`src/rtl/br_pkg.sv`:
```
package br_pkg;
    typedef enum logic [3:0] {
        BR_NONE    = 4'd0,
        BR_SREL    = 4'd1,
        BR_PAGE    = 4'd2,
        BR_LONG    = 4'd3,
        BR_IDX     = 4'd4,
        BR_BSET    = 4'd5,
        BR_BCLR    = 4'd6,
        BR_BSETCLR = 4'd7,
        BR_CSET    = 4'd8,
        BR_CCLR    = 4'd9,
        BR_AZ      = 4'd10,
        BR_ANZ     = 4'd11,
        BR_CMPNE   = 4'd12,
        BR_DECNZ   = 4'd13
    } br_op_e;

    localparam int unsigned BR_OP_W = 4;
endpackage

```
`src/rtl/br_target_gen.sv`:
```
module br_target_gen
    import br_pkg::*;
#(
    parameter int unsigned PC_W   = 16,
    parameter int unsigned DATA_W = 8,
    parameter int unsigned PAGE_W = 11
) (
    input  logic [PC_W-1:0]   pc_next,
    input  logic [DATA_W-1:0] rel_off,
    input  logic [PAGE_W-1:0] page_addr,
    input  logic [PC_W-1:0]   long_addr,
    input  logic [DATA_W-1:0] acc,
    input  logic [PC_W-1:0]   dptr,
    output logic [PC_W-1:0]   rel_tgt,
    output logic [PC_W-1:0]   page_tgt,
    output logic [PC_W-1:0]   long_tgt,
    output logic [PC_W-1:0]   idx_tgt
);
    localparam int unsigned EXT_W = PC_W - DATA_W;

    logic [PC_W-1:0] rel_sext;
    logic [PC_W-1:0] acc_zext;

    always_comb begin
        rel_sext = {{EXT_W{rel_off[DATA_W-1]}}, rel_off};
        acc_zext = {{EXT_W{1'b0}}, acc};
        rel_tgt  = pc_next + rel_sext;
        idx_tgt  = dptr + acc_zext;
        long_tgt = long_addr;
    end

    // The page field replaces the low bits; the upper bits follow the next PC.
    generate
        if (PAGE_W >= PC_W) begin : g_full_page
            always_comb page_tgt = page_addr[PC_W-1:0];
        end else begin : g_split_page
            always_comb page_tgt = {pc_next[PC_W-1:PAGE_W], page_addr};
        end
    endgenerate
endmodule

```
`src/rtl/br_cond_eval.sv`:
```
module br_cond_eval
    import br_pkg::*;
#(
    parameter int unsigned DATA_W = 8
) (
    input  br_op_e            op,
    input  logic              bit_val,
    input  logic              carry_in,
    input  logic [DATA_W-1:0] acc,
    input  logic [DATA_W-1:0] opnd_a,
    input  logic [DATA_W-1:0] opnd_b,
    output logic              cond_true,
    output logic              use_rel,
    output logic              cy_new,
    output logic [DATA_W-1:0] dec_res,
    output logic              clr_req
);
    logic [DATA_W-1:0] dec_tmp;
    logic              acc_zero;
    logic              a_lt_b;
    logic              a_ne_b;

    always_comb begin
        dec_tmp  = opnd_a - {{(DATA_W-1){1'b0}}, 1'b1};
        acc_zero = (acc == '0);
        a_lt_b   = (opnd_a < opnd_b);
        a_ne_b   = (opnd_a != opnd_b);

        cond_true = 1'b0;
        use_rel   = 1'b1;
        clr_req   = 1'b0;
        cy_new    = carry_in;
        dec_res   = opnd_a;

        case (op)
            BR_SREL:    cond_true = 1'b1;
            BR_PAGE:    begin cond_true = 1'b1; use_rel = 1'b0; end
            BR_LONG:    begin cond_true = 1'b1; use_rel = 1'b0; end
            BR_IDX:     begin cond_true = 1'b1; use_rel = 1'b0; end
            BR_BSET:    cond_true = bit_val;
            BR_BCLR:    cond_true = ~bit_val;
            BR_BSETCLR: begin
                cond_true = bit_val;
                clr_req   = bit_val;
            end
            BR_CSET:    cond_true = carry_in;
            BR_CCLR:    cond_true = ~carry_in;
            BR_AZ:      cond_true = acc_zero;
            BR_ANZ:     cond_true = ~acc_zero;
            BR_CMPNE:   begin
                cond_true = a_ne_b;
                cy_new    = a_lt_b;
            end
            BR_DECNZ:   begin
                dec_res   = dec_tmp;
                cond_true = (dec_tmp != '0);
            end
            default:    begin
                cond_true = 1'b0;
                use_rel   = 1'b0;
            end
        endcase
    end
endmodule

```
`src/rtl/br_unit.sv`:
```
module br_unit
    import br_pkg::*;
#(
    parameter int unsigned PC_W   = 16,
    parameter int unsigned DATA_W = 8,
    parameter int unsigned PAGE_W = 11
) (
    input  logic              clk,
    input  logic              rst_n,
    input  logic              in_valid,
    input  logic [3:0]        op_code,
    input  logic [PC_W-1:0]   pc_next,
    input  logic [DATA_W-1:0] rel_off,
    input  logic [PAGE_W-1:0] page_addr,
    input  logic [PC_W-1:0]   long_addr,
    input  logic [DATA_W-1:0] acc,
    input  logic [PC_W-1:0]   dptr,
    input  logic              bit_val,
    input  logic              carry_in,
    input  logic [DATA_W-1:0] opnd_a,
    input  logic [DATA_W-1:0] opnd_b,
    output logic              out_valid,
    output logic              taken,
    output logic [PC_W-1:0]   target_pc,
    output logic              carry_out,
    output logic [DATA_W-1:0] dec_val,
    output logic              clr_bit
);
    typedef struct packed {
        logic              vld;
        logic              tkn;
        logic [PC_W-1:0]   tgt;
        logic              cy;
        logic [DATA_W-1:0] dec;
        logic              clr;
    } br_state_t;

    br_state_t st_d, st_q;

    br_op_e          op;
    logic [PC_W-1:0] rel_tgt, page_tgt, long_tgt, idx_tgt, sel_tgt;
    logic            cond_true, use_rel, cy_new, clr_req;
    logic [DATA_W-1:0] dec_res;

    assign op = br_op_e'(op_code);

    br_target_gen #(.PC_W(PC_W), .DATA_W(DATA_W), .PAGE_W(PAGE_W)) u_tgt (
        .pc_next   (pc_next),
        .rel_off   (rel_off),
        .page_addr (page_addr),
        .long_addr (long_addr),
        .acc       (acc),
        .dptr      (dptr),
        .rel_tgt   (rel_tgt),
        .page_tgt  (page_tgt),
        .long_tgt  (long_tgt),
        .idx_tgt   (idx_tgt)
    );

    br_cond_eval #(.DATA_W(DATA_W)) u_cond (
        .op        (op),
        .bit_val   (bit_val),
        .carry_in  (carry_in),
        .acc       (acc),
        .opnd_a    (opnd_a),
        .opnd_b    (opnd_b),
        .cond_true (cond_true),
        .use_rel   (use_rel),
        .cy_new    (cy_new),
        .dec_res   (dec_res),
        .clr_req   (clr_req)
    );

    always_comb begin
        if (use_rel) begin
            sel_tgt = rel_tgt;
        end else begin
            case (op)
                BR_PAGE: sel_tgt = page_tgt;
                BR_LONG: sel_tgt = long_tgt;
                BR_IDX:  sel_tgt = idx_tgt;
                default: sel_tgt = pc_next;
            endcase
        end
    end

    always_comb begin
        st_d     = st_q;
        st_d.vld = in_valid;
        st_d.tkn = 1'b0;
        st_d.clr = 1'b0;
        if (in_valid) begin
            st_d.tkn = cond_true;
            st_d.clr = clr_req;
            st_d.cy  = cy_new;
            st_d.dec = dec_res;
            st_d.tgt = cond_true ? sel_tgt : pc_next;
        end
    end

    always_ff @(posedge clk) begin
        if (!rst_n) begin
            st_q <= '0;
        end else begin
            st_q <= st_d;
        end
    end

    assign out_valid = st_q.vld;
    assign taken     = st_q.tkn;
    assign target_pc = st_q.tgt;
    assign carry_out = st_q.cy;
    assign dec_val   = st_q.dec;
    assign clr_bit   = st_q.clr;
endmodule

```
`config.mk`:
```
export PLATFORM = sky130hd
export DESIGN_NAME = br_unit
export DESIGN_NICKNAME = d
export VERILOG_FILES = /design/src/rtl/br_pkg.sv /design/src/rtl/br_target_gen.sv /design/src/rtl/br_cond_eval.sv /design/src/rtl/br_unit.sv
export SDC_FILE = /design/constraint.sdc
export NUM_CORES = 1
export LEC_CHECK = 0
export BUFFER_PORTS_ARGS = -buffer_cell sky130_fd_sc_hd__buf_2
export CAP_MARGIN = 20
export CORE_ASPECT_RATIO = 2
export CORE_MARGIN = 2
export CORE_UTILIZATION = 45
export CTS_CLUSTER_SIZE = 16
export DETAILED_ROUTE_END_ITERATION = 8
export PLACE_DENSITY = 0.78
export RECOVER_POWER = 100
export SYNTH_ARGS = -nofsm -noshare
export SYNTH_HDL_FRONTEND = slang
export SYNTH_HIERARCHICAL = 1
export SYNTH_SLANG_ARGS = --single-unit
```
`constraint.sdc`:
```
create_clock -name clk -period 3.5 [get_ports clk]
set_input_delay 0 -clock clk [delete_from_list [all_inputs] [get_ports clk]]
set_output_delay 0 -clock clk [all_outputs]
set_load 0.01 [all_outputs]
```
==> results of run 1 <==
## cells in the mapped netlist, drive strengths merged, types with 8 or more instances
library cell / count
dfxtp: 28
or2: 20
nor2: 22
inv: 17
nor2b: 18
a31oi: 21
mux2: 16
xor2: 9
mux2i: 10
a221oi: 17
nand4: 8
ha: 33
clkbuf: 12
buf: 50
o21ai: 13
nand2: 35
a311oi: 16
nand3b: 19
xnor2: 26
nand3: 23
a21oi: 24
## layout by cell type, fill, tap and decap left out, types with 3 or more instances in the layout
master	instances
sky130_fd_sc_hd__buf_2	97
sky130_fd_sc_hd__nand2_1	35
sky130_fd_sc_hd__ha_1	33
sky130_fd_sc_hd__clkbuf_1	30
sky130_fd_sc_hd__dfxtp_1	28
sky130_fd_sc_hd__xnor2_1	26
sky130_fd_sc_hd__a21oi_1	23
sky130_fd_sc_hd__nor2_1	22
sky130_fd_sc_hd__a31oi_1	21
sky130_fd_sc_hd__nand3_1	21
sky130_fd_sc_hd__or2_2	19
sky130_fd_sc_hd__nand3b_1	19
sky130_fd_sc_hd__nor2b_1	18
sky130_fd_sc_hd__inv_1	17
sky130_fd_sc_hd__a221oi_1	17
sky130_fd_sc_hd__mux2_2	16
sky130_fd_sc_hd__a311oi_1	14
sky130_fd_sc_hd__mux2i_1	10
sky130_fd_sc_hd__xor2_1	9
sky130_fd_sc_hd__o21ai_0	9
sky130_fd_sc_hd__nand4_1	8
sky130_fd_sc_hd__a21o_1	6
sky130_fd_sc_hd__and3_1	5
sky130_fd_sc_hd__nor3_1	4
sky130_fd_sc_hd__clkbuf_16	3
sky130_fd_sc_hd__buf_4	3
sky130_fd_sc_hd__nor3b_1	3
sky130_fd_sc_hd__o21a_1	3
sky130_fd_sc_hd__o211ai_1	3
## final cells by class
class,instances,area share [%]
Timing Repair Buffer,130,14.0
Multi-Input combinational cell,393,67.0
Inverter,17,1.44
Tap cell,100,2.83
Sequential cell,28,12.7
Clock buffer,4,2.01
## per-layer routing
metal,track usage [%],share of wire [%],routed length (um),vias to the layer above
met5,0,0,0,-
met4,15.0,4.5,544,0
met3,2.85,6.0,723,42
met2,47.8,56,6670,172
met1,22.1,34,4070,1961
li1,-,-,-,1964
## metrics by stage
stage	hold slack, ps	instance area [um^2]
6_report	6.06	4420
5_1_grt	23.7	4420
4_1_cts	0.843	4480
3_5_place_dp	285	4390
3_3_place_gp	290	4390
2_1_floorplan	127	4020
## worst max-delay path by stage
stage / start / endpoint / slack [ps]
after floorplan: opnd_b[6] / target_pc[13]$_SDFFE_PN0P_ / 1260
after global placement: opnd_a[5] / target_pc[1]$_SDFFE_PN0P_ / 1010
after CTS: opnd_a[0] / target_pc[1]$_SDFFE_PN0P_ / 1150
after detailed placement: opnd_a[5] / target_pc[1]$_SDFFE_PN0P_ / 870
final: opnd_a[0] / target_pc[1]$_SDFFE_PN0P_ / 970
after global routing: opnd_a[0] / target_pc[1]$_SDFFE_PN0P_ / 780
## cells by family after synthesis
group                    synth area share (%)
adder cells (fa/ha/maj)                  11.3
XOR/XNOR                                 7.63
AO/OA/AOI/OAI                            22.7
buffers and inverters                    11.8
flip-flops                               13.9
AND/OR/NAND/NOR                          25.7
multiplexers                             6.97
## power breakdown
group,switching [uW],leakage [uW],internal [uW],total [uW]
clock,129,0.0000442,176,305
combinational,324,0.00161,261,585
sequential,14.8,0.000231,345,359
total,467,0.00189,781,1250
## flip-flops by register name, summed over array words and instances (netlist names)
name / count
carry_out: 1
clr_bit: 1
dec_val: 8
out_valid: 1
taken: 1
target_pc: 16
==> impl_metrics.prom, run 1 <==
# TYPE chip_impl_metric gauge
chip_impl_metric{name="ctsHtreeMaxLevel",unit=""} 1
chip_impl_metric{name="ctsLongestPathBuffers",unit=""} 2
chip_impl_metric{name="drtPass1Iterations",unit=""} 5
chip_impl_metric{name="ys_async_sr_fraction",unit="%"} 0
chip_impl_metric{name="power_per_cell_area",unit="nW/um^2"} 282
chip_impl_metric{name="synth.avg_cell_area",unit="um^2"} 8.04
chip_impl_metric{name="max_cap_violations",unit=""} 0
chip_impl_info{name="synth_top_area_cell",value="sky130_fd_sc_hd__dfxtp_1"} 1
chip_impl_metric{name="crit_path_max_fanout",unit=""} 16
chip_impl_metric{name="overflow",unit=""} 0
chip_impl_metric{name="area_share_of_the_largest_cell_type_after_synthesis",unit="%"} 13.9
chip_impl_metric{name="die_area",unit="um^2"} 9750
chip_impl_metric{name="cts_made_buffers",unit=""} 3
chip_impl_info{name="reg2reg_from",value="target_pc[1]$_SDFFE_PN0P_"} 1
chip_impl_metric{name="total_leakage_power",unit="uW"} 0.00189
chip_impl_metric{name="edff_count_synth",unit=""} 0
chip_impl_metric{name="dpl.cell_count",unit=""} 668
chip_impl_metric{name="reg2regPathDepth",unit=""} 3
chip_impl_metric{name="timing.final.crit_share",unit="%"} 72.4
chip_impl_metric{name="std_cell_rows",unit=""} 48
chip_impl_metric{name="fin_ws",unit="ps"} 967
chip_impl_metric{name="area_growth_syn_to_layout",unit="%"} 9.99
chip_impl_metric{name="num-nets-final",unit=""} 708
chip_impl_metric{name="die_height",unit="um"} 138
chip_impl_info{name="min_from",value="rst_n"} 1
chip_impl_metric{name="drt_first_iter_violations",unit=""} 222
chip_impl_info{name="min_path_type",value="in -> reg"} 1
chip_impl_info{name="cts_tree",value="built"} 1
chip_impl_metric{name="pre_cts_ws",unit="ps"} 865
chip_impl_info{name="synth_area_leaders",value="sky130_fd_sc_hd__dfxtp_1 (14%), sky130_fd_sc_hd__ha_1 (10%), sky130_fd_sc_hd__buf_4 (6.5%), sky130_fd_sc_hd__xnor2_1 (5.7%), sky130_fd_sc_hd__mux2_2 (4.5%)"} 1
chip_impl_info{name="cts_root_buf",value="sky130_fd_sc_hd__clkbuf_16"} 1
chip_impl_metric{name="ys_ff_latch",unit=""} 28
chip_impl_metric{name="ir_drop",unit="V"} 0.000265
chip_impl_metric{name="placeableCoreArea",unit="um^2"} 8650
chip_impl_metric{name="number_of_hold_violations_in_the_final_report",unit=""} 0
chip_impl_metric{name="route.detailed.drc",unit=""} 0
chip_impl_metric{name="max-slew-margin-rel",unit="%"} 40.1
chip_impl_metric{name="report.power.total",unit="uW"} 1250
chip_impl_metric{name="initial_utilization",unit="%"} 46.5
chip_impl_metric{name="tritoncts_num_sinks",unit=""} 28
chip_impl_metric{name="worst_skew_pair.late_latency",unit="ps"} 280
chip_impl_info{name="synth_top_flop_cell",value="sky130_fd_sc_hd__dfxtp_1"} 1
chip_impl_metric{name="final_layout_size_suffix_gt1_share",unit="%"} 27.6
chip_impl_metric{name="vias",unit=""} 4139
chip_impl_metric{name="drt.antenna.violating_nets",unit=""} 0
chip_impl_info{name="rsz0062_at_grt",value="false"} 1
chip_impl_metric{name="final_cell_count_no_fill",unit=""} 672
chip_impl_metric{name="first_pass_grt_wire_length",unit="um"} 18800
chip_impl_info{name="critPathLaunchType",value="input pin"} 1
chip_impl_metric{name="maximum_number_of_pins_on_one_net_before_global_route_repair",unit=""} 46
chip_impl_info{name="hold_path_end",value="out_valid$_SDFF_PN0_"} 1
chip_impl_metric{name="drt-total-wl",unit="um"} 12000
chip_impl_info{name="crit_family",value="compound AO/OA/AOI/OAI gates"} 1
chip_impl_metric{name="setup.reg_to_reg.worst_slack",unit="ps"} 2510
chip_impl_metric{name="gpl.final_weighted_congestion",unit=""} 0.930
chip_impl_metric{name="antenna_violations_before_repair",unit=""} 0
chip_impl_metric{name="synth.yosys.seq_area_share",unit="%"} 13.9
chip_impl_metric{name="wl_per_cell",unit="um"} 17.9
chip_impl_metric{name="clock_transition_time_at_the_flip_flop_clock_pins_of_the_worst_setup_and_hold_paths",unit="ps"} 80
chip_impl_info{name="timing.rr.end",value="target_pc[1]$_SDFFE_PN0P_"} 1
chip_impl_metric{name="totalNegativeSetupSlack",unit="ps"} 0
chip_impl_metric{name="cts_repair_resize_count",unit=""} 0
chip_impl_info{name="critical-path-slowest-cell",value="sky130_fd_sc_hd__or4_1"} 1
chip_impl_info{name="endpoint_kind_of_the_worst_setup_timing_path",value="register"} 1
chip_impl_metric{name="timing.critical_path.depth",unit=""} 10
chip_impl_metric{name="top_level_port_count",unit=""} 128
chip_impl_metric{name="cp.arrival",unit="ps"} 2690
chip_impl_info{name="classification_of_the_worst_setup_path",value="in -> reg"} 1
chip_impl_info{name="run_status",value="completed"} 1
chip_impl_info{name="crit_chain",value="clkbuf_1 > inv_1 > ha_1 > nand4_1 > o31ai_1 > o32ai_1 > or4_1 > inv_1 > a221oi_1 > a311oi_1"} 1
chip_impl_metric{name="placement.io_buffers",unit=""} 127
chip_impl_metric{name="global_route.usage.total",unit="%"} 24.0
chip_impl_metric{name="layout.core_utilization",unit="%"} 51.1
chip_impl_metric{name="post_synth_num_cell_types",unit=""} 69
chip_impl_metric{name="grt_pass1_vias",unit=""} 4230
chip_impl_metric{name="viasPerCell",unit=""} 6.16
chip_impl_metric{name="skew",unit="ps"} 0
chip_impl_metric{name="multi_input_area",unit="um^2"} 2960
chip_impl_metric{name="slew_viol_final",unit=""} 0
chip_impl_metric{name="setup_violations",unit=""} 0
chip_impl_metric{name="ff_latch_area",unit="um^2"} 561
chip_impl_metric{name="slew_at_the_pin_closest_to_its_max_slew_limit",unit="ps"} 898
chip_impl_metric{name="peak_per_stage_delay_on_the_critical_path",unit="ps"} 560
chip_impl_metric{name="holdPathStages",unit=""} 2
chip_impl_metric{name="filler_instances",unit=""} 893
chip_impl_info{name="critical_path.most_common_cell",value="sky130_fd_sc_hd__inv_1"} 1
chip_impl_metric{name="cp.required",unit="ps"} 3660
chip_impl_metric{name="dp_hpwl",unit="um"} 9630
chip_impl_metric{name="synth.yosys.warnings",unit=""} 6
chip_impl_metric{name="max_clock_freq",unit="GHz"} 0.395
chip_impl_metric{name="hold_buffers",unit=""} 0
chip_impl_metric{name="synth_nets",unit=""} 635
chip_impl_metric{name="netlist_area",unit="um^2"} 4020
chip_impl_metric{name="die_x",unit="um"} 70.8
chip_impl_metric{name="crit_buf_inv",unit=""} 3
chip_impl_metric{name="cts_post_setup_buffers_inserted",unit=""} 0
chip_impl_metric{name="synth_cells",unit=""} 500
chip_impl_metric{name="antennaDiodeCount",unit=""} 0
chip_impl_metric{name="min_period",unit="ps"} 2530
Note: power is estimated with default switching activity, not from simulation.
==> inputs of run 2 (changes only) <==
--- a/config.mk
+++ b/config.mk
@@ -12,7 +12,7 @@
 export CORE_UTILIZATION = 45
 export CTS_CLUSTER_SIZE = 16
 export DETAILED_ROUTE_END_ITERATION = 8
-export PLACE_DENSITY = 0.78
+export PLACE_DENSITY = 0.81
 export RECOVER_POWER = 100
 export SYNTH_ARGS = -nofsm -noshare
 export SYNTH_HDL_FRONTEND = slang
==> constraint.sdc (replaced) <==
create_clock -name clk -period 2.25 [get_ports clk]
set_input_delay 0 -clock clk [delete_from_list [all_inputs] [get_ports clk]]
set_output_delay 0 -clock clk [all_outputs]
set_load 0.01 [all_outputs]
==> impl_metrics.prom, run 2 (synthesis results as in run 1) <==
# TYPE chip_impl_metric gauge
chip_impl_metric{name="finish.instance_area",unit="um^2"} 4740
chip_impl_metric{name="wl_met2",unit="um"} 7090
chip_impl_metric{name="top_level_port_count",unit=""} 128
chip_impl_metric{name="filler_instances",unit=""} 871
chip_impl_metric{name="timing.final.crit_share",unit="%"} 97.1
chip_impl_metric{name="peak_per_stage_delay_on_the_critical_path",unit="ps"} 470
chip_impl_metric{name="gpl.final_weighted_congestion",unit=""} 0.910
chip_impl_metric{name="ff_latch_area",unit="um^2"} 561
chip_impl_info{name="min_from",value="rst_n"} 1
chip_impl_metric{name="placement.cell_area",unit="um^2"} 4670
chip_impl_metric{name="drt-total-wl",unit="um"} 12500
chip_impl_metric{name="cts_repair_resize_count",unit=""} 0
chip_impl_metric{name="tritoncts_num_sinks",unit=""} 28
chip_impl_metric{name="crit_buf_inv",unit=""} 3
chip_impl_metric{name="total_leakage_power",unit="uW"} 0.00207
chip_impl_metric{name="max_clock_freq",unit="GHz"} 0.458
chip_impl_metric{name="report.power.total",unit="uW"} 1980
chip_impl_metric{name="cts_post_setup_buffers_inserted",unit=""} 0
chip_impl_metric{name="slew_at_the_pin_closest_to_its_max_slew_limit",unit="ps"} 959
chip_impl_info{name="critPathLaunchType",value="input pin"} 1
chip_impl_metric{name="number_of_hold_violations_in_the_final_report",unit=""} 0
chip_impl_info{name="endpoint_kind_of_the_worst_setup_timing_path",value="register"} 1
chip_impl_metric{name="cp.required",unit="ps"} 2370
chip_impl_metric{name="std_cell_rows",unit=""} 48
chip_impl_metric{name="skew",unit="ps"} 0
chip_impl_metric{name="route.detailed.drc",unit=""} 0
chip_impl_metric{name="multi_input_area",unit="um^2"} 3020
chip_impl_metric{name="ctsHtreeMaxLevel",unit=""} 1
chip_impl_metric{name="die_height",unit="um"} 138
chip_impl_metric{name="final_layout_size_suffix_gt1_share",unit="%"} 33.3
chip_impl_metric{name="die_area",unit="um^2"} 9750
chip_impl_metric{name="drt_first_iter_violations",unit=""} 183
chip_impl_info{name="final_cell_mix",value="sky130_fd_sc_hd__buf_2 (98), sky130_fd_sc_hd__buf_4 (37), sky130_fd_sc_hd__nand2_1 (35), sky130_fd_sc_hd__ha_1 (33), sky130_fd_sc_hd__clkbuf_1 (30)"} 1
chip_impl_metric{name="antennaDiodeCount",unit=""} 0
chip_impl_info{name="top_layer",value="met4"} 1
chip_impl_metric{name="power_per_cell_area",unit="nW/um^2"} 417
chip_impl_metric{name="wl_per_cell",unit="um"} 17.7
chip_impl_info{name="cts_root_buf",value="sky130_fd_sc_hd__clkbuf_16"} 1
chip_impl_metric{name="drt.antenna.violating_nets",unit=""} 0
chip_impl_metric{name="ctsLongestPathBuffers",unit=""} 2
chip_impl_metric{name="min_period",unit="ps"} 2190
chip_impl_metric{name="wl_met1",unit="um"} 4230
chip_impl_metric{name="vias",unit=""} 4247
chip_impl_metric{name="placement.io_buffers",unit=""} 127
chip_impl_metric{name="cp.arrival",unit="ps"} 2300
chip_impl_metric{name="hold_buffers",unit=""} 0
chip_impl_info{name="crit_family",value="compound AO/OA/AOI/OAI gates"} 1
chip_impl_metric{name="ir_drop",unit="V"} 0.000295
chip_impl_metric{name="largest_reg_flops",unit=""} 16
chip_impl_metric{name="worst_hold_margin",unit="ps"} 9.97
chip_impl_info{name="run_status",value="completed"} 1
chip_impl_metric{name="area_growth_syn_to_layout",unit="%"} 18.0
chip_impl_info{name="timing.rr.end",value="target_pc[0]$_SDFFE_PN0P_"} 1
chip_impl_metric{name="num-nets-final",unit=""} 744
chip_impl_info{name="min_path_type",value="in -> reg"} 1
chip_impl_metric{name="met3WireLength",unit="um"} 604
chip_impl_metric{name="crit_path_max_fanout",unit=""} 27
chip_impl_metric{name="die_x",unit="um"} 70.8
chip_impl_metric{name="viasPerCell",unit=""} 6.01
chip_impl_metric{name="setup.reg_to_reg.worst_slack",unit="ps"} 1290
chip_impl_metric{name="timing.critical_path.depth",unit=""} 10
chip_impl_metric{name="maximum_number_of_pins_on_one_net_before_global_route_repair",unit=""} 33
chip_impl_metric{name="pre_cts_ws",unit="ps"} -229
chip_impl_metric{name="slew_viol_final",unit=""} 0
chip_impl_metric{name="clock_transition_time_at_the_flip_flop_clock_pins_of_the_worst_setup_and_hold_paths",unit="ps"} 70
chip_impl_info{name="hold_path_end",value="out_valid$_SDFF_PN0_"} 1
chip_impl_metric{name="antenna_violations_before_repair",unit=""} 0
chip_impl_info{name="final_common_cell",value="sky130_fd_sc_hd__buf_2"} 1
chip_impl_metric{name="holdPathStages",unit=""} 2
chip_impl_metric{name="cts_made_buffers",unit=""} 3
chip_impl_info{name="reg2reg_from",value="target_pc[0]$_SDFFE_PN0P_"} 1
chip_impl_metric{name="reg2regPathDepth",unit=""} 3
chip_impl_metric{name="global_route.usage.total",unit="%"} 24.7
chip_impl_metric{name="overflow",unit=""} 0
chip_impl_metric{name="drtPass1Iterations",unit=""} 5
chip_impl_metric{name="dp_hpwl",unit="um"} 10100
chip_impl_metric{name="first_pass_grt_wire_length",unit="um"} 19300
chip_impl_info{name="cts_tree",value="built"} 1
chip_impl_metric{name="placeableCoreArea",unit="um^2"} 8650
chip_impl_metric{name="worst_skew_pair.late_latency",unit="ps"} 260
chip_impl_metric{name="max_cap_violations",unit=""} 0
chip_impl_info{name="crit_chain",value="clkbuf_1 > inv_1 > ha_1 > o41ai_1 > a31oi_1 > or4_4 > buf_12 > or2_2 > a31oi_2 > a311oi_1"} 1
chip_impl_metric{name="max-slew-margin-rel",unit="%"} 36.0
chip_impl_info{name="critical-path-slowest-cell",value="sky130_fd_sc_hd__o41ai_1"} 1
chip_impl_metric{name="setup_violations",unit=""} 0
chip_impl_metric{name="initial_utilization",unit="%"} 46.5
chip_impl_info{name="classification_of_the_worst_setup_path",value="in -> reg"} 1
chip_impl_metric{name="fin_ws",unit="ps"} 65.0
chip_impl_metric{name="grt_pass1_vias",unit=""} 4323
## run 2: metrics by stage
stage / TNS, ps / util [%] / instances
after detailed placement: -3180 / 54.1 / 704
final: 0 / 54.8 / 707
after CTS: 0 / 54.9 / 707
after floorplan: 0 / - / 500
after global routing: -27.6 / 54.8 / 707
after global placement: -1830 / 54.1 / 704
## run 2: power by group
group | internal (uW) | switching, uW | leakage (uW)
Combinational | 469 | 529 | 0.00180
Clock | 237 | 185 | 0.0000370
Sequential | 536 | 22.1 | 0.000231
Total | 1240 | 737 | 0.00207
## run 2: how the worst max path moves through the flow
stage,start,to,slack [ps]
after floorplan,opnd_b[6],target_pc[13]$_SDFFE_PN0P_,7
after global placement,opnd_a[0],target_pc[13]$_SDFFE_PN0P_,-130
after detailed placement,opnd_a[0],target_pc[0]$_SDFFE_PN0P_,-230
after CTS,opnd_a[0],target_pc[0]$_SDFFE_PN0P_,60
after global routing,opnd_a[1],target_pc[2]$_SDFFE_PN0P_,-30
final,opnd_a[1],target_pc[2]$_SDFFE_PN0P_,60
## run 2: worst reg2reg max path, cell delays in order, from the launching register on
cell and delay (ps):
sky130_fd_sc_hd__dfxtp_1 350, sky130_fd_sc_hd__nor2b_1 160, sky130_fd_sc_hd__a31oi_2 50, sky130_fd_sc_hd__a311oi_1 290
## run 2: cell type report
type / count / share of cell area [%]
Clock buffer: 3 / 1.58
Inverter: 17 / 1.35
Multi-Input combinational cell: 393 / 63.6
Sequential cell: 28 / 11.8
Tap cell: 100 / 2.64
Timing Repair Buffer: 166 / 19.0
## run 2: metal layers
metal	GRT usage, %	vias up
met2	49.9	151
li1	-	2037
met1	21.7	2018
met3	3.37	41
met5	0	-
met4	16.2	0
